**src/rtl/irq_conc_pkg.sv**
```systemverilog
package irq_conc_pkg;
  localparam int SLOT_W = 5;
  localparam int CODE_W = 4;
  localparam int ADDR_W = CODE_W + SLOT_W;
  localparam int DATA_W = 32;

  typedef enum logic [CODE_W-1:0] {
    FN_BOX      = 4'd0,
    FN_PERIOD   = 4'd1,
    FN_TACK     = 4'd2,
    FN_MRD_HW   = 4'd3,
    FN_MRD_SW   = 4'd4,
    FN_MRD_TM   = 4'd5,
    FN_MSET_HW  = 4'd6,
    FN_MCLR_HW  = 4'd7,
    FN_MSET_SW  = 4'd8,
    FN_MCLR_SW  = 4'd9,
    FN_MSET_TM  = 4'd10,
    FN_MCLR_TM  = 4'd11,
    FN_STATUS   = 4'd12
  } funcE;

  typedef enum logic [1:0] {CL_HW = 2'd0, CL_SW = 2'd1, CL_TM = 2'd2} classE;

  typedef struct packed {
    logic              boxWr;
    logic              boxRd;
    logic              perWr;
    logic              perRd;
    logic              ackRd;
    logic              maskSet;
    logic              maskClr;
    logic              maskRd;
    logic              statRd;
    classE             cls;
    logic [SLOT_W-1:0] slot;
  } strobeT;

  // lowest set bit position of a 32-bit vector, 0 when empty
  function automatic logic [SLOT_W-1:0] lowIdx(input logic [DATA_W-1:0] v);
    logic [SLOT_W-1:0] r;
    r = '0;
    for (int i = DATA_W - 1; i >= 0; i--) begin
      if (v[i]) r = SLOT_W'(i);
    end
    return r;
  endfunction
endpackage

```
**src/rtl/irq_conc_ctrl.sv**
```systemverilog
module irq_conc_ctrl
  import irq_conc_pkg::*;
(
  input  logic              clk,
  input  logic              rstN,
  input  logic              wrEn,
  input  logic              rdEn,
  input  logic [ADDR_W-1:0] addr,
  output strobeT            stb
);
  always_comb begin
    stb      = '0;
    stb.slot = addr[SLOT_W-1:0];
    case (funcE'(addr[ADDR_W-1:SLOT_W]))
      FN_BOX:     begin stb.boxWr = wrEn; stb.boxRd = rdEn; end
      FN_PERIOD:  begin stb.perWr = wrEn; stb.perRd = rdEn; end
      FN_TACK:    stb.ackRd = rdEn;
      FN_MRD_HW:  begin stb.maskRd = rdEn; stb.cls = CL_HW; end
      FN_MRD_SW:  begin stb.maskRd = rdEn; stb.cls = CL_SW; end
      FN_MRD_TM:  begin stb.maskRd = rdEn; stb.cls = CL_TM; end
      FN_MSET_HW: begin stb.maskSet = wrEn; stb.cls = CL_HW; end
      FN_MCLR_HW: begin stb.maskClr = wrEn; stb.cls = CL_HW; end
      FN_MSET_SW: begin stb.maskSet = wrEn; stb.cls = CL_SW; end
      FN_MCLR_SW: begin stb.maskClr = wrEn; stb.cls = CL_SW; end
      FN_MSET_TM: begin stb.maskSet = wrEn; stb.cls = CL_TM; end
      FN_MCLR_TM: begin stb.maskClr = wrEn; stb.cls = CL_TM; end
      FN_STATUS:  stb.statRd = rdEn;
      default:    ;
    endcase
  end

  // a single bus access decodes to at most one operation
  assert_single_op_R1: assert property (@(posedge clk) disable iff (!rstN)
    !(wrEn && rdEn) |-> $onehot0({stb.boxWr, stb.boxRd, stb.perWr, stb.perRd,
                                  stb.ackRd, stb.maskSet, stb.maskClr,
                                  stb.maskRd, stb.statRd}));
endmodule

```
**src/rtl/irq_conc_mask.sv**
```systemverilog
module irq_conc_mask #(
  parameter int W = 8
) (
  input  logic         clk,
  input  logic         rstN,
  input  logic         setEn,
  input  logic         clrEn,
  input  logic [W-1:0] bits,
  output logic [W-1:0] q
);
  always_ff @(posedge clk) begin
    if (!rstN)      q <= '0;
    else if (setEn) q <= q | bits;
    else if (clrEn) q <= q & ~bits;
  end

  assert_set_bits_R2: assert property (@(posedge clk) disable iff (!rstN)
    setEn |=> (q & $past(bits)) == $past(bits));
  assert_set_keeps_R2: assert property (@(posedge clk) disable iff (!rstN)
    setEn |=> (q & ~$past(bits)) == ($past(q) & ~$past(bits)));
  assert_clr_bits_R3: assert property (@(posedge clk) disable iff (!rstN)
    (clrEn && !setEn) |=> (q & $past(bits)) == '0);
  assert_clr_keeps_R3: assert property (@(posedge clk) disable iff (!rstN)
    (clrEn && !setEn) |=> (q & ~$past(bits)) == ($past(q) & ~$past(bits)));
endmodule

```
**src/rtl/irq_conc_timer.sv**
```systemverilog
module irq_conc_timer #(
  parameter int CNT_W = 32
) (
  input  logic             clk,
  input  logic             rstN,
  input  logic             loadEn,
  input  logic [CNT_W-1:0] loadVal,
  input  logic             ackClr,
  output logic [CNT_W-1:0] period,
  output logic             pend
);
  logic [CNT_W-1:0] count;
  logic             fire;

  assign fire = !loadEn && (period != '0) && (count <= CNT_W'(1));

  always_ff @(posedge clk) begin
    if (!rstN) begin
      period <= '0;
      count  <= '0;
      pend   <= 1'b0;
    end else begin
      if (loadEn) begin
        period <= loadVal;
        count  <= loadVal;
      end else if (period != '0) begin
        count <= fire ? period : count - CNT_W'(1);
      end
      if (fire)        pend <= 1'b1;
      else if (ackClr) pend <= 1'b0;
    end
  end

  assert_stopped_quiet_R7: assert property (@(posedge clk) disable iff (!rstN)
    (period == '0 && !loadEn && !pend) |=> !pend);
  assert_expiry_sets_R7: assert property (@(posedge clk) disable iff (!rstN)
    fire |=> pend);
  assert_ack_clears_R8: assert property (@(posedge clk) disable iff (!rstN)
    (ackClr && !fire) |=> !pend);
endmodule

```
**src/rtl/irq_conc_datapath.sv**
```systemverilog
module irq_conc_datapath
  import irq_conc_pkg::*;
#(
  parameter int NUM_OUT = 4,
  parameter int NUM_HW  = 8,
  parameter int NUM_SW  = 8,
  parameter int NUM_TM  = 4,
  parameter int CNT_W   = 32
) (
  input  logic               clk,
  input  logic               rstN,
  input  strobeT             stb,
  input  logic [DATA_W-1:0]  wrData,
  input  logic [NUM_HW-1:0]  hwLines,
  output logic [DATA_W-1:0]  rdData,
  output logic [NUM_OUT-1:0] irq
);
  logic [NUM_HW-1:0] maskHw [NUM_OUT];
  logic [NUM_SW-1:0] maskSw [NUM_OUT];
  logic [NUM_TM-1:0] maskTm [NUM_OUT];
  logic [DATA_W-1:0] statWord [NUM_OUT];
  logic [DATA_W-1:0] boxVal [NUM_SW];
  logic [NUM_SW-1:0] boxPend;
  logic [CNT_W-1:0]  perVal [NUM_TM];
  logic [NUM_TM-1:0] tmPend;
  logic [DATA_W-1:0] rdNext;
  logic              rdAny;

  // mailboxes
  always_ff @(posedge clk) begin
    if (!rstN) begin
      boxPend <= '0;
      for (int i = 0; i < NUM_SW; i++) boxVal[i] <= '0;
    end else begin
      for (int i = 0; i < NUM_SW; i++) begin
        if (stb.boxWr && stb.slot == SLOT_W'(i)) begin
          boxVal[i]  <= wrData;
          boxPend[i] <= 1'b1;
        end else if (stb.boxRd && stb.slot == SLOT_W'(i)) begin
          boxPend[i] <= 1'b0;
        end
      end
    end
  end

  // timers
  for (genvar t = 0; t < NUM_TM; t++) begin : gTm
    irq_conc_timer #(.CNT_W(CNT_W)) uTm (
      .clk    (clk),
      .rstN   (rstN),
      .loadEn (stb.perWr && stb.slot == SLOT_W'(t)),
      .loadVal(wrData[CNT_W-1:0]),
      .ackClr (stb.ackRd && stb.slot == SLOT_W'(t)),
      .period (perVal[t]),
      .pend   (tmPend[t])
    );
  end

  // per-output masks, selection and line
  for (genvar o = 0; o < NUM_OUT; o++) begin : gOut
    logic hitOut;
    logic [DATA_W-1:0] hwAct, swAct, tmAct;
    assign hitOut = stb.slot == SLOT_W'(o);

    irq_conc_mask #(.W(NUM_HW)) uMaskHw (
      .clk(clk), .rstN(rstN),
      .setEn(stb.maskSet && stb.cls == CL_HW && hitOut),
      .clrEn(stb.maskClr && stb.cls == CL_HW && hitOut),
      .bits(wrData[NUM_HW-1:0]), .q(maskHw[o]));
    irq_conc_mask #(.W(NUM_SW)) uMaskSw (
      .clk(clk), .rstN(rstN),
      .setEn(stb.maskSet && stb.cls == CL_SW && hitOut),
      .clrEn(stb.maskClr && stb.cls == CL_SW && hitOut),
      .bits(wrData[NUM_SW-1:0]), .q(maskSw[o]));
    irq_conc_mask #(.W(NUM_TM)) uMaskTm (
      .clk(clk), .rstN(rstN),
      .setEn(stb.maskSet && stb.cls == CL_TM && hitOut),
      .clrEn(stb.maskClr && stb.cls == CL_TM && hitOut),
      .bits(wrData[NUM_TM-1:0]), .q(maskTm[o]));

    assign hwAct = DATA_W'(hwLines & maskHw[o]);
    assign swAct = DATA_W'(boxPend & maskSw[o]);
    assign tmAct = DATA_W'(tmPend & maskTm[o]);

    assign statWord[o] = {3'b000, lowIdx(swAct), 3'b000, lowIdx(hwAct),
                          3'b000, lowIdx(tmAct), 5'b00000,
                          |swAct, |hwAct, |tmAct};
    assign irq[o] = |{hwAct, swAct, tmAct};

    // a line never rises while every mask of that output is empty
    assert_line_needs_mask_R11: assert property (@(posedge clk) disable iff (!rstN)
      (maskHw[o] == '0 && maskSw[o] == '0 && maskTm[o] == '0) |-> !irq[o]);
  end

  // read multiplexer
  assign rdAny = stb.boxRd | stb.perRd | stb.ackRd | stb.maskRd | stb.statRd;

  always_comb begin
    rdNext = '0;
    if (stb.boxRd) begin
      for (int i = 0; i < NUM_SW; i++)
        if (stb.slot == SLOT_W'(i)) rdNext = boxVal[i];
    end
    if (stb.perRd || stb.ackRd) begin
      for (int t = 0; t < NUM_TM; t++)
        if (stb.slot == SLOT_W'(t))
          rdNext = stb.perRd ? DATA_W'(perVal[t]) : DATA_W'(tmPend[t]);
    end
    if (stb.maskRd) begin
      for (int o = 0; o < NUM_OUT; o++) begin
        if (stb.slot == SLOT_W'(o)) begin
          case (stb.cls)
            CL_HW:   rdNext = DATA_W'(maskHw[o]);
            CL_SW:   rdNext = DATA_W'(maskSw[o]);
            default: rdNext = DATA_W'(maskTm[o]);
          endcase
        end
      end
    end
    if (stb.statRd) begin
      for (int o = 0; o < NUM_OUT; o++)
        if (stb.slot == SLOT_W'(o)) rdNext = statWord[o];
    end
  end

  always_ff @(posedge clk) begin
    if (!rstN)      rdData <= '0;
    else if (rdAny) rdData <= rdNext;
  end

  for (genvar i = 0; i < NUM_SW; i++) begin : gBoxChk
    assert_box_write_R5: assert property (@(posedge clk) disable iff (!rstN)
      (stb.boxWr && stb.slot == SLOT_W'(i)) |=> boxPend[i]);
    assert_box_read_R6: assert property (@(posedge clk) disable iff (!rstN)
      (stb.boxRd && !stb.boxWr && stb.slot == SLOT_W'(i)) |=> !boxPend[i]);
  end

  assert_read_holds_R4: assert property (@(posedge clk) disable iff (!rstN)
    !rdAny |=> $stable(rdData));
endmodule

```
**src/rtl/irq_concentrator.sv**
```systemverilog
module irq_concentrator
  import irq_conc_pkg::*;
#(
  parameter int NUM_OUT = 4,
  parameter int NUM_HW  = 8,
  parameter int NUM_SW  = 8,
  parameter int NUM_TM  = 4,
  parameter int CNT_W   = 32
) (
  input  logic               clk,
  input  logic               rstN,
  input  logic               wrEn,
  input  logic               rdEn,
  input  logic [8:0]         addr,
  input  logic [31:0]        wrData,
  output logic [31:0]        rdData,
  input  logic [NUM_HW-1:0]  hwLines,
  output logic [NUM_OUT-1:0] irq
);
  strobeT stb;

  irq_conc_ctrl uCtrl (
    .clk (clk),
    .rstN(rstN),
    .wrEn(wrEn),
    .rdEn(rdEn),
    .addr(addr),
    .stb (stb)
  );

  irq_conc_datapath #(
    .NUM_OUT(NUM_OUT), .NUM_HW(NUM_HW), .NUM_SW(NUM_SW),
    .NUM_TM(NUM_TM), .CNT_W(CNT_W)
  ) uDp (
    .clk    (clk),
    .rstN   (rstN),
    .stb    (stb),
    .wrData (wrData),
    .hwLines(hwLines),
    .rdData (rdData),
    .irq    (irq)
  );
endmodule

```
**config.mk**
```make
export PLATFORM = sky130hd
export DESIGN_NAME = irq_concentrator
export DESIGN_NICKNAME = d
export VERILOG_FILES = /design/src/rtl/irq_conc_pkg.sv /design/src/rtl/irq_conc_ctrl.sv /design/src/rtl/irq_conc_mask.sv /design/src/rtl/irq_conc_timer.sv /design/src/rtl/irq_conc_datapath.sv /design/src/rtl/irq_concentrator.sv
export SDC_FILE = /design/constraint.sdc
export NUM_CORES = 2
export LEC_CHECK = 0
export ABC_CLOCK_PERIOD_IN_PS = 4300
export BUFFER_PORTS_ARGS = -buffer_cell sky130_fd_sc_hd__buf_2
export CORE_UTILIZATION = 36
export DETAILED_ROUTE_END_ITERATION = 16
export SLEW_MARGIN = 0
export SYNTH_ARGS = -nofsm -noshare
export SYNTH_HDL_FRONTEND = slang
export SYNTH_HIERARCHICAL = 1
export SYNTH_SLANG_ARGS = --single-unit
export TNS_END_PERCENT = 10
```
**constraint.sdc**
```tcl
create_clock -name clk -period 4.3 [get_ports clk]
set_clock_uncertainty 0.2 [all_clocks]
set_input_delay 0.215 -clock clk [delete_from_list [all_inputs] [get_ports clk]]
set_output_delay 0.215 -clock clk [all_outputs]
set_load 0.05 [all_outputs]
```
# After elaboration in Yosys (flattened, before gate mapping)
# Memory sizes are Yosys's and may differ from the RTL's.
# Cells that the tools add are included.
dict set report word_totals {
  register_bits 380
  ramBits 256
  input_bits 53
  output_inout_bits 36
  n_memories 1
}
dict set report op_classes {
  n_addsub 4
  n_lt_le_gt_ge 4
  n_eq_ne 21
  n_mux 517
  bitwise_logic 50
  n_reduce_logical 123
}
# name words width rd rd_clocked_by_memory_dff write_ports line
set mem_list {}
lappend mem_list {uDp.boxVal 8 32 8 0 8 irq_conc_datapath.sv:22} ;# logic [DATA_W-1:0] boxVal [NUM_SW];
# operator n
set ops {}
lappend ops {{5-bit 2-to-1 mux} 384}
lappend ops {{32-bit 2-to-1 mux} 48}
lappend ops {{32-bit OR reduction} 12}
lappend ops {{96-bit OR reduction} 4}
lappend ops {{8-bit bitwise AND} 16}
lappend ops {{32-bit by 1-bit <= comparator with 1-bit output, second input constant} 4}
lappend ops {{8-bit 2-to-1 mux} 16}
lappend ops {{32-bit nonzero test} 4}
lappend ops {{32-bit by 1-bit subtractor with 32-bit output, second input constant} 4}
lappend ops {{8-bit OR} 8}
lappend ops {{8-bit case mux with 2 select lines} 4}
lappend ops {{1-bit logical AND} 62}
lappend ops {{2-bit nonzero test} 28}
lappend ops {{1-bit 2-to-1 mux} 54}
lappend ops {{4-bit bitwise AND} 8}
lappend ops {{4-bit 2-to-1 mux} 8}
lappend ops {{4-bit == test, second input constant} 5}
lappend ops {{5-bit by 3-bit == test with 1-bit output, second input constant} 4}
lappend ops {{4-bit by 3-bit == test with 1-bit output, second input constant} 4}
lappend ops {{4-bit OR} 4}
lappend ops {{3-bit OR reduction} 5}
lappend ops {{1-bit OR} 12}
lappend ops {{5-bit by 2-bit == test with 1-bit output, second input constant} 2}
lappend ops {{4-bit by 2-bit == test with 1-bit output, second input constant} 2}
lappend ops {{other kinds (13)} 17}

# Longest topological paths before layout
dict set report depth {
  depth_word 37
  mapped_depth 14
}

# Modules after synthesis
# Netlist, hierarchy kept.
# mod n_inst cells_each area_each_um2
set modules_own_cells {}
lappend modules_own_cells {irq_conc_datapath 1 1536 15750.1}
lappend modules_own_cells {irq_conc_timer 4 468 3677.3}
lappend modules_own_cells {{irq_conc_mask at uDp.gOut[0].uMaskHw ...} 8 34 334.1}
lappend modules_own_cells {{irq_conc_mask at uDp.gOut[0].uMaskTm ...} 4 16 155.1}
lappend modules_own_cells {irq_conc_ctrl 1 32 205.2}

# Least setup slack after synthesis
# OpenSTA, ideal clock, no wires.
dict set report synth_timing {
  kind {input-to-reg}
  from {input addr[3]}
  to {memory uDp.boxVal[3][4] (netlist: uDp/boxVal[0][100]), enable pin}
  setup_time_ps 389
  arrival_time_ps 2538
  setup_slack_ps 1173
  cell_stages 11
  path_buffers 7
  path_cell_list {buf_4 > buf_6 > or3_1 > buf_2 > buf_6 > nor2_8 > buf_4 > buf_4 > nand2_2 > buf_2 > nand2_1}
}
# item line
set synth_lines {}
lappend synth_lines {{start, declared} irq_concentrator.sv:14} ;# input logic [8:0] addr,
lappend synth_lines {{end, declared} irq_conc_datapath.sv:22}

# Worst setup path after layout
dict set report layout_timing {
  from {register uDp.gTm[0].uTm.count[10]}
  to {register uDp.gTm[0].uTm.count[7]}
}
dict set report layout_via {
  elab_chain_cells 5
}
# item line
set layout_rtl {}
lappend layout_rtl {{start, declared} irq_conc_timer.sv:12} ;# logic [CNT_W-1:0] count;
lappend layout_rtl {{start signal, assigned} irq_conc_timer.sv:25} ;# count <= loadVal;
lappend layout_rtl {{start signal, assigned} irq_conc_timer.sv:27} ;# count <= fire ? period : count - CNT_W'(1);
lappend layout_rtl {{32-bit by 1-bit <= comparator with 1-bit output} irq_conc_timer.sv:15} ;# assign fire = !loadEn && (period != '0) && (count <= CNT_W'(1));
lappend layout_rtl {{1-bit logical AND} irq_conc_timer.sv:15}
lappend layout_rtl {{32-bit 2-to-1 mux} irq_conc_timer.sv:27}
lappend layout_rtl {{32-bit 2-to-1 mux} irq_conc_timer.sv:26} ;# end else if (period != '0) begin
lappend layout_rtl {{32-bit 2-to-1 mux} irq_conc_timer.sv:23} ;# if (loadEn) begin
# Every way passes these cells. The select of a mux whose other input is x is not followed.
# A chain may end at the register's enable or synchronous reset.

==> summary.log <==
INFO  logic_synthesis synthDominantAreaCellType=edfxtp_1
INFO  logic_synthesis total_nets_after_synthesis=3,837
INFO  power_and_ir_drop p_leak=0.01386uW
INFO  clocking       cts_num_sinks=636
INFO  logic_synthesis yosysUniqueCellTypes=89
INFO  placement      port_buffers=88
INFO  setup_path     end_kind=flip-flop
INFO  floorplanning  core=93,330um2
INFO  floorplanning  placement_rows=112
INFO  grt            grt_remaining_overflow=0
INFO  logic_synthesis yosysMostFrequentCell=nand2_1
INFO  drt            via_per_inst=6.389
INFO  sta            max_slew_violation_count=0
INFO  clocking       clock_latency=0.65ns
INFO  sta            post-route-period-util=83.98%
INFO  hold_path      timing.hold.worst.class=primary input to flip-flop
INFO  drt            detail_route.wl_per_cell=27.72um
INFO  logic_synthesis synth.yosys.seq_area_share=45.04%
INFO  logic_synthesis async_set_or_reset_flop_fraction_in_the_synthesized_netlist=0%
INFO  setup_path     timing.critical_path.from_type=flip-flop
INFO  power_and_ir_drop proportion_of_power_drawn_by_flip_flops_and_latches=41.8%
INFO  logic_synthesis yosysWarningCount=6
INFO  layout         fin_cells=5,131
INFO  clocking       tritoncts_clock_tree=yes
INFO  sta            rsz0062_at_grt=false
INFO  run_status     outcome=finished, final reports clean
INFO  logic_synthesis number_of_enable_flip_flop_cells_after_synthesis=256
INFO  placement      dpl.cell_count=4,964
INFO  layout         drive_gt1_share=13.65%
INFO  logic_synthesis synth.ff_latch_count=636
INFO  clocking       ctsLongestPathBuffers=3
INFO  drt            route.vias.total=32,780
INFO  layout         final_nets=3,874
INFO  drt            drt-pass1-iter-count=7
INFO  floorplanning  effective_utilization_at_floorplan=36.38%
INFO  power_and_ir_drop total_switching_power=4657uW
INFO  setup_path     critPathMaxStageDelay=0.69ns
INFO  sta            maxClockFrequency=276.9MHz
INFO  layout         area_growth=13.34%
INFO  sta            setup_total_negative_slack=0ns
INFO  clocking       ctsResizeCount=0
INFO  grt            grt_pass1_vias=29,620
INFO  placement      gp_routability_congestion=0.9534
INFO  logic_synthesis syn-mean-instance-area=8.993um2
INFO  clocking       cts-htree-levels=3
INFO  logic_synthesis post_synthesis_instance_area=33,960um2
INFO  power_and_ir_drop portion_of_total_power_attributed_to_combinational_logic=16.2%
INFO  setup_path     category_of_the_most_critical_setup_path=flip-flop to flip-flop
INFO  drt            remaining_antenna_violation_count=0
INFO  power_and_ir_drop vdd_drop_max=0.2392mV
INFO  logic_synthesis synthesis.instances=3,776
INFO  floorplanning  die_outline_area=95,560um2
INFO  floorplanning  die_x=309.1um
INFO  flow_run       drv_cap=0
INFO  sta            timing.slew.headroom=22.53%
INFO  logic_synthesis synth_largest_type_area_fraction=22.64%
INFO  sta            period_minus_slack=3.611ns
INFO  floorplanning  die_h=309.1um
INFO  drt            number_of_design_rule_violations_left_by_the_first_detailed_router_iteration=4,762
INFO  grt            pin_count_of_the_biggest_net_entering_global_routing=130
INFO  grt            groute.usage.overall=28.98%
INFO  logic_synthesis synth-main-ff-cell=dfxtp_1
INFO  sta            timing.hold.ws=0.04229ns
INFO  drt            drc=0
INFO  setup_path     cp_data_arrival_time=3.92ns
INFO  clocking       cts-buffers-inserted=75
INFO  power_and_ir_drop power_density=408.1nW/um2
INFO  power_and_ir_drop p_int=11,050uW
INFO  setup_path     critical_path.slowest_cell=or4_1
INFO  setup_path     critical_path.cell_chain=or4_1, nor4_4, and3_1, buf_4, nand3_1, a221oi_1, o32ai_1
INFO  clocking       clkSlewWorstSetupHoldPaths=0.06ns
INFO  logic_synthesis synth_commonest_cells=nand2_1, nor2_1, dfxtp_1
INFO  floorplanning  io_pins=89
INFO  power_and_ir_drop power.switching_fraction=29.65%
INFO  sta            setup_viol=0
INFO  power_and_ir_drop power.share.clock=42.1%
INFO  logic_synthesis ys_top_cells_by_area=edfxtp_1, dfxtp_1, nand2_1
INFO  sta            measured_slew_at_the_worst_slew_check_pin=1.151ns
INFO  clocking       clock-root-buffer=clkbuf_16
INFO  setup_path     crit_fanout=11
INFO  sta            timing_hold_violations_final=0
INFO  setup_path     worst_ep_required_time=4.61ns
INFO  placement      dp.final_hpwl=96,360um
INFO  grt            grt_first_pass_wirelength=205,900um
INFO  grt            antenna_violations_before_repair=6
INFO  layout         fillers=9,298
INFO  drt            wirelength=142,200um
-- worst paths after layout --
check / from / end / slack (ns) / cells past startpoint
hold reg to reg: uDp/gTm[2].uTm/count[23]$_SDFFE_PN0P_ / uDp/gTm[2].uTm/count[23]$_SDFFE_PN0P_ / 0.28 / 2
setup / recovery: uDp/gTm[0].uTm/count[10]$_SDFFE_PN0P_ / uDp/gTm[0].uTm/count[7]$_SDFFE_PN0P_ / 0.69 / 7
setup reg to reg: uDp/gTm[0].uTm/count[10]$_SDFFE_PN0P_ / uDp/gTm[0].uTm/count[7]$_SDFFE_PN0P_ / 0.69 / 7
hold / removal: addr[4] / uDp/rdData[17]$_SDFFE_PN0P_ / 0.04 / 4
-- worst max-delay path, delay by kind of cell (launching register included) --
| family | cells | cell delay [ns] |
|---|---|---|
| AND/OR/NAND/NOR | 4 | 2.02 |
| flip-flops | 1 | 0.36 |
| AO/OA/AOI/OAI | 2 | 0.63 |
| buffers and inverters | 1 | 0.27 |
-- cells by family (layout without fill, tap and decap cells) --
kind of cell | Yosys count | count (layout) | share of synthesized area [%]
DFF | 636 | 636 | 45.04
and+or+nand+nor | 1498 | 1498 | 21.23
adders and majority gates | 8 | 8 | 0.2948
other | 0 | 2 | 0
AOI/OAI and AO/OA | 1124 | 1124 | 23.14
xor gates and xnor gates | 4 | 4 | 0.1032
buffers and inverters | 348 | 447 | 4.713
muxes | 158 | 158 | 5.479
-- through the flow --
step | power [uW] | worst slack, ns | utilization [%] | instance area (um2)
6_report | 15710 | 0.6889 | 41.24 | 38490
5_1_grt | 16160 | 0.5938 | 41.23 | 38480
4_1_cts | 15670 | 0.8665 | 41.23 | 38480
3_5_place_dp | 9109 | 0.7390 | 38.24 | 35690
3_3_place_gp | 9115 | 0.7705 | 38.24 | 35690
2_1_floorplan | 8325 | 1.173 | - | 33960
-- cell usage in the layout (no fill, tap or decap), types with 31 or more instances in the layout --
master       n
a211oi_1    54
a21oi_1    222
a221oi_1    35
a22oi_1    106
a31o_1      40
a31o_2      40
a31oi_1     62
and3_1      81
and3_2      52
buf_2       86
buf_4      121
clkbuf_16   77
dfxtp_1    380
edfxtp_1   256
inv_1       67
mux2_2      33
mux2i_1    106
nand2_1    435
nand2b_1    31
nand3_1     97
nor2_1     438
nor3_1      98
nor4_1      55
o211ai_1    45
o21ai_0    181
o22ai_1     54
or4_1       36
-- metal layers --
layer / vias to the layer above / track usage (%) / part of all wire [%]
li1: 14470 / - / -
met1: 15850 / 41.25 / 42
met2: 2107 / 42.15 / 42
met3: 339 / 5.522 / 11
met4: 12 / 13.25 / 4.7
met5: - / 0 / 0.061
-- area by class of cell --
class,instances,area (um2),share of cell area (%)
Antenna cell,2,5.005,0.01300
Clock inverter,26,340.3,0.8843
Inverter,71,266.5,0.6925
Clock buffer,113,2192,5.696
Sequential cell,636,15290,39.74
Multi-Input combinational cell,2792,17150,44.55
Tap cell,1254,1569,4.077
Timing Repair Buffer,237,1674,4.350
-- repair_timing --
item,in CTS,in global routing
endpoints found under the hold margin,162,0
hold buffers,26,0
buffers inserted,0,0
-- power by group through the flow --
stage               logic [uW]  clock network (uW)  registers [uW]
CTS                       2450                6660            6560
finish                    2540                6610            6560
detailed placement        2420                   0            6690
global placement          2430                   0            6680
global route              2690                6890            6580
floorplan                 1660                   0            6660
No activity file was read; power rests on OpenSTA's default activity.
